File: src/rtl/sat_scan_pkg.sv
package sat_scan_pkg;

    localparam int DW = 16;

    typedef logic signed [DW-1:0] val_t;
    typedef logic signed [DW:0]   wide_t;

    typedef struct packed {
        val_t result;
        logic floor_hit;
        logic ceil_hit;
    } step_t;

    // Floor applied first, ceiling second: an inverted range yields the ceiling.
    function automatic step_t clamp_step(val_t carry, val_t elem, val_t lo, val_t hi);
        step_t r;
        wide_t s;
        s = wide_t'(carry) + wide_t'(elem);
        r.floor_hit = 1'b0;
        r.ceil_hit  = 1'b0;
        if (s < wide_t'(lo)) begin
            s = wide_t'(lo);
            r.floor_hit = 1'b1;
        end
        if (s > wide_t'(hi)) begin
            s = wide_t'(hi);
            r.ceil_hit = 1'b1;
        end
        r.result = val_t'(s);
        return r;
    endfunction

endpackage

File: src/rtl/lane_step.sv
module lane_step
    import sat_scan_pkg::*;
(
    input  val_t  carry_in,
    input  val_t  elem,
    input  val_t  lo,
    input  val_t  hi,
    output step_t step
);
    always_comb begin
        step = clamp_step(carry_in, elem, lo, hi);
    end
endmodule

File: src/rtl/carry_fifo.sv
module carry_fifo
    import sat_scan_pkg::*;
#(
    parameter int DEPTH = 2
) (
    input  logic clk,
    input  logic rst,
    input  logic push,
    input  val_t push_data,
    input  logic pop,
    output val_t head,
    output logic full,
    output logic empty
);
    localparam int PW = (DEPTH > 1) ? $clog2(DEPTH) : 1;
    localparam int CW = $clog2(DEPTH + 1);

    val_t          mem [DEPTH];
    logic [PW-1:0] wr_ptr, rd_ptr;
    logic [CW-1:0] count;

    assign full  = (count == CW'(DEPTH));
    assign empty = (count == '0);
    assign head  = mem[rd_ptr];

    function automatic logic [PW-1:0] bump(logic [PW-1:0] p);
        return (p == PW'(DEPTH - 1)) ? '0 : p + PW'(1);
    endfunction

    always_ff @(posedge clk) begin
        if (rst) begin
            wr_ptr <= '0;
            rd_ptr <= '0;
            count  <= '0;
        end else begin
            if (push) begin
                mem[wr_ptr] <= push_data;
                wr_ptr      <= bump(wr_ptr);
            end
            if (pop) rd_ptr <= bump(rd_ptr);
            case ({push, pop})
                2'b10:   count <= count + CW'(1);
                2'b01:   count <= count - CW'(1);
                default: count <= count;
            endcase
        end
    end

    AST_NO_OVERFLOW: assert property (@(posedge clk) disable iff (rst)
        push |-> (!full || pop));
    AST_NO_UNDERFLOW: assert property (@(posedge clk) disable iff (rst)
        pop |-> !empty);
    AST_COUNT_BOUND: assert property (@(posedge clk) disable iff (rst)
        count <= CW'(DEPTH));
endmodule

File: src/rtl/sat_scan_chain.sv
module sat_scan_chain
    import sat_scan_pkg::*;
#(
    parameter int NLANES = 8,
    parameter int QDEPTH = 2,
    localparam int LANE_W = $clog2(NLANES),
    localparam int VL_W   = $clog2(NLANES + 1)
) (
    input  logic                 clk,
    input  logic                 rst,
    input  logic signed [DW-1:0] cfg_min,
    input  logic signed [DW-1:0] cfg_max,
    input  logic [VL_W-1:0]      cfg_vlen,
    input  logic                 in_valid,
    output logic                 in_ready,
    input  logic [LANE_W-1:0]    in_lane,
    input  logic signed [DW-1:0] in_data,
    output logic                 out_valid,
    output logic [LANE_W-1:0]    out_lane,
    output logic signed [DW-1:0] out_data,
    input  logic                 ctl_push_valid,
    output logic                 ctl_push_ready,
    input  logic signed [DW-1:0] ctl_push_data,
    input  logic                 ctl_pop_req,
    output logic                 ctl_pop_ack,
    output logic signed [DW-1:0] ctl_pop_data,
    output logic                 q_full,
    output logic                 q_empty
);
    logic [LANE_W-1:0] cur_lane;
    val_t              carry_r;
    val_t              q_head, q_wdata, carry_in;
    logic              is_first, is_last, carry_ok, room_ok, accept;
    logic              q_push, q_pop, chain_pop, chain_push;
    step_t             step;

    assign is_first = (cur_lane == '0);
    assign is_last  = (VL_W'(cur_lane) == cfg_vlen - VL_W'(1));
    assign carry_in = is_first ? q_head : carry_r;
    assign carry_ok = !is_first || !q_empty;
    assign room_ok  = !is_last || !q_full || is_first;
    assign in_ready = (in_lane == cur_lane) && carry_ok && room_ok;
    assign accept   = in_valid && in_ready;

    assign chain_pop      = accept && is_first;
    assign chain_push     = accept && is_last;
    assign ctl_pop_ack    = ctl_pop_req && !q_empty && !chain_pop;
    assign ctl_push_ready = !q_full && !chain_push;
    assign ctl_pop_data   = q_head;

    assign q_pop   = chain_pop || ctl_pop_ack;
    assign q_push  = chain_push || (ctl_push_valid && ctl_push_ready);
    assign q_wdata = chain_push ? step.result : ctl_push_data;

    lane_step u_step (
        .carry_in (carry_in),
        .elem     (in_data),
        .lo       (cfg_min),
        .hi       (cfg_max),
        .step     (step)
    );

    carry_fifo #(.DEPTH(QDEPTH)) u_queue (
        .clk       (clk),
        .rst       (rst),
        .push      (q_push),
        .push_data (q_wdata),
        .pop       (q_pop),
        .head      (q_head),
        .full      (q_full),
        .empty     (q_empty)
    );

    always_ff @(posedge clk) begin
        if (rst) begin
            cur_lane  <= '0;
            carry_r   <= '0;
            out_valid <= 1'b0;
            out_lane  <= '0;
            out_data  <= '0;
        end else begin
            out_valid <= accept;
            if (accept) begin
                carry_r  <= step.result;
                out_data <= step.result;
                out_lane <= cur_lane;
                cur_lane <= is_last ? '0 : cur_lane + LANE_W'(1);
            end
        end
    end

    AST_LANE0_HAS_CARRY: assert property (@(posedge clk) disable iff (rst)
        (accept && in_lane == '0) |-> !q_empty);
    AST_WRAP_TO_LANE0: assert property (@(posedge clk) disable iff (rst)
        (accept && is_last) |=> (cur_lane == '0));
    AST_OUT_CLAMPED: assert property (@(posedge clk) disable iff (rst)
        (out_valid && $stable(cfg_min) && $stable(cfg_max) && cfg_min <= cfg_max)
        |-> (out_data >= cfg_min && out_data <= cfg_max));
    AST_POP_PRIORITY: assert property (@(posedge clk) disable iff (rst)
        (accept && is_first) |-> !ctl_pop_ack);
    AST_OUT_FOLLOWS_ACCEPT: assert property (@(posedge clk) disable iff (rst)
        accept |=> out_valid);
endmodule

File: config.mk
export PLATFORM = sky130hd
export DESIGN_NAME = sat_scan_chain
export DESIGN_NICKNAME = d
export VERILOG_FILES = /design/src/rtl/sat_scan_pkg.sv /design/src/rtl/lane_step.sv /design/src/rtl/carry_fifo.sv /design/src/rtl/sat_scan_chain.sv
export SDC_FILE = /design/constraint.sdc
export NUM_CORES = 1
export LEC_CHECK = 0
export ABC_AREA = 1
export BUFFER_PORTS_ARGS = -buffer_cell sky130_fd_sc_hd__buf_4
export CAP_MARGIN = 20
export CORE_MARGIN = 5
export CORE_UTILIZATION = 30
export DETAILED_ROUTE_END_ITERATION = 8
export GPL_TIMING_DRIVEN = 0
export PLACE_DENSITY = 0.62
export SLEW_MARGIN = 0
export SYNTH_ARGS = -nofsm -noshare
export SYNTH_HDL_FRONTEND = slang
export SYNTH_SLANG_ARGS = --single-unit
File: constraint.sdc
create_clock -name clk -period 5.4 [get_ports clk]
set_input_delay 1.62 -clock clk [delete_from_list [all_inputs] [get_ports clk]]
set_output_delay 1.62 -clock clk [all_outputs]
set_load 0.01 [all_outputs]
==> results list <==
* Master of the slowest instance on the critical path: fa_2
- The initial utilization of the core area, before any placement, comes to 30.5%.
* Dominant delay contributor by cell family on the critical path: simple AND/OR/NAND/NOR gates
* DIE HEIGHT: 145 um
* Post-Route Skew: 7.14 ps
- For this run, the share of the core covered by cells in the final layout is 48.3%.
- Crit-path most repeated cell: nand2_2
- Average vias per placed instance: 4.88
- Die width: 145 um
* Max-slew violation count: 0
- STA puts the critical path data arrival time at 5820 ps.
- Max_slew headroom: 40.5%
- Number of violations of the max-capacitance limit: 0
- For the pin with the worst max-slew slack, the measured transition is 891 ps.
- In this run, CTS created clock tree buffers numbering 9.
- Die Footprint: 21100 sq um
- TritonCTS built the clock tree.
- Post-synth net total: 946
- Capturing element type of the critical path: flop
- After legalization and detailed placement, the total HPWL measured 14800 um.
- Wire length per cell after detailed routing: 16.5 um
- Number of storage elements in the synthesis netlist: 60
- Maximum clock path buffer count: 2
* Cell depth of the worst min-delay path: 2
- In this design, the stage delay of the slowest critical-path cell is 380 ps.
- LEAKAGE: 4.29 nW
* IR Drop Worst-Case VDD: 0.289 mV
* Global-route wire length before repair: 30700 um
- The worst register-to-register path has a depth of 42.
* Net switching power: 2.31 mW
* Critical path depth in cells: 37
- Root buffer selected by CTS: clkbuf_16
- F_max: 0.174 GHz
- On the final layout, the worst hold slack is 469 ps.
- The first TritonRoute pass finished after 6 iterations.
- The final reports fail on setup timing.
- Yosys printed 0 warnings.
* Final WS setup: -346 ps
- Of the cells placed in the final design, the portion with a size suffix greater than 1 is 43.8%.
- Cell area after technology mapping: 5480 sq um
- Final estimated routing congestion in global placement: 0.874
* Number of remaining DRC errors: 0
* Hold bufs inserted after CTS: 0
- Antenna fix cells: 0
- After synthesis, the netlist uses 34 different library cells.
- CTS HTree Levels: 3
* Part of the cycle the worst path needs: 106%
- IO Pins: 117
* Initial antenna violation count: 1
* Setup violation total in the final timing report: 48
- Together, buffers and inverters on the worst path number 8.
* Number of global-route vias before repair: 5994
* Total via count in the routed design: 5941
- Overall global routing resource usage: 18.0%
- Sequential-to-total area share from yosys stat: 27.8%
- Number of nets in the layout: 1113
* Post-layout min period: 5750 ps
- Dividing total power by cell area gives a power density of 560 nW/um^2.
- Fill cell instance count of the final layout: 1694
* Sort of element at the start of the critical path: primary input
* Run status: finished, violations left
- The clock reaches the later pin of the worst-skew pair after 330 ps.
- The average instance in the mapped netlist occupies 6.71 sq um.
* Endpoint required time on the critical path: 5480 ps
- Post-synthesis to final-layout area growth: 58.6%
- In this run, flip-flops and latches consume 11.4% of the power.
* Clock edge transition at the registers on the reported setup and hold paths: 50 ps
- Path class of the lowest-slack min-delay path: flop to flop
- Of all nets on the critical path, the largest fanout is 5.
- Antenna viol nets, final: 0
* Total internal power: 2.55 mW
- CORE AREA: 18000 sq um
- Switching Fraction: 47.6%
- Setup repair after global routing could not meet its margin everywhere.
- The clock network accounts for 10.4% of the total power.
- The final hold violation count is 0.
- Synthesized netlist cell count: 816
* Kind of critical path: primary input to flop
* Cell Rows: 49
- In this run the tool buffered the top-level ports with 116 buffer cells.
- The clock net in this run drives a total of 60 sinks.
* Violation count after the first detailed-route iteration: 337
- Combinational logic is responsible for 78.3% of the overall power.
* Maximum number of pins on one net before global-route repair: 17
* Total length of routed wires: 20100 um
- GRT Residual Overflow: 0
per-stage QoR:
step / setup slack (ps) / setup TNS [ps] / area, sq um / std cells / power, mW
after detailed placement: -1090 / -45070 / 6740 / 1161 / 2.71
final: -346 / -12870 / 8680 / 1217 / 4.86
after global routing: -525 / -21880 / 8680 / 1217 / 5.17
after CTS: -108 / -2750 / 8440 / 1210 / 4.48
after floorplan: -139 / -2880 / 5580 / 816 / 2.11
after global placement: -1070 / -43760 / 6740 / 1161 / 2.68
state kept, by name (all words and copies together) (netlist names), named ones only:
| signal | flops |
|---|---|
| carry_r | 16 |
| u_queue.mem | 32 |
| cur_lane | 3 |
| out_valid | 1 |
| u_queue.count | 2 |
| u_queue.rd_ptr | 1 |
| out_lane | 3 |
| u_queue.wr_ptr | 1 |
cells by family (layout without fill, tap and decap cells):
family                     after synthesis  after routing  synth area share (%)
and+or+nand+nor                        419            420                  33.2
buffers and inverters                  177            348                  13.2
AOI/OAI and AO/OA                       75             75                  7.72
DFF                                     60             60                  27.8
adders and majority gates               54             54                  12.5
muxes                                   16             16                  3.29
xor gates and xnor gates                15             15                  2.40
synthesized netlist by cell type, drive strengths merged:
library cell    n  area share, %
nor2           33            2.6
a21boi          1           0.14
nand3b          4           0.55
ha             53             12
nor4            1           0.23
nand2         262             18
nand4           9            1.0
xor2           10            1.6
clkinv          1          0.091
buf            16            2.1
nor3            2           0.18
edfxtp         32             18
a21o            2           0.27
a21oi          45            4.8
mux2           16            3.3
o31ai           1           0.14
inv           156             11
fa              1           0.37
dfxtp          28             10
o21ai          26            2.4
xnor2           5           0.80
and2           18            2.1
nand3          90            8.3
clkbuf          4           0.27
tightest hold or removal path: stages, from the launching register on:
cell	delay, ps
dfxtp_1	310
nand2_1	60
a21oi_1	50
worst paths after layout:
path | startpoint | end | slack, ps
max | in_data[0] | u_queue.mem[0][5] | -350
min | out_lane[0] | out_lane[0] | 470
max reg2reg | cur_lane[0] | u_queue.mem[0][5] | -230
min reg2reg | out_lane[0] | out_lane[0] | 470
layout make-up:
cell class / instances / area [sq um] / area share [%]
buffer: 19 / 194 / 2.23
clock buffer: 11 / 233 / 2.68
tap: 229 / 287 / 3.30
sequential: 60 / 1530 / 17.6
inverter: 157 / 598 / 6.89
timing repair buffer: 156 / 1290 / 14.9
clock inverter: 5 / 28.8 / 0.331
multi-input combinational: 580 / 4520 / 52.1
power groups by stage:
stage               Combinational (mW)  Sequential (mW)  Clock [mW]
floorplan                         1.55            0.552           0
global placement                  2.13            0.554           0
detailed placement                2.15            0.555           0
CTS                               3.42            0.552       0.508
global route                      4.08            0.557       0.532
finish                            3.81            0.553       0.504
per-layer routing:
layer,part of all wire (%),up-vias,track usage (%)
li1,-,2927,-
met5,0.099,-,0
met2,48,215,30.8
met3,7.4,45,4.37
met4,3.3,2,5.69
met1,41,2752,22.3
repair_timing:
action,in CTS,in global routing
cloned,6,0
setup buffers,28,7
endpoints found under the setup margin,48,48
pin swaps,87,30
resized for setup,239,40
placed cells by master (no fill, tap or decap), drive strengths merged:
cell type / netlist / layout
o31ai: 1 / 1
a21o: 2 / 2
xor2: 10 / 10
nand4: 9 / 9
inv: 156 / 156
a21oi: 45 / 45
xnor2: 5 / 5
clkinv: 1 / 6
nand3: 90 / 90
edfxtp: 32 / 32
nand2: 262 / 263
nor4: 1 / 1
buf: 16 / 172
and2: 18 / 18
nor3: 2 / 2
nand3b: 4 / 4
nor2: 33 / 33
clkbuf: 4 / 14
ha: 53 / 53
fa: 1 / 1
dfxtp: 28 / 28
o21ai: 26 / 26
mux2: 16 / 16
a21boi: 1 / 1
No activity file was read; power rests on OpenSTA's default activity.
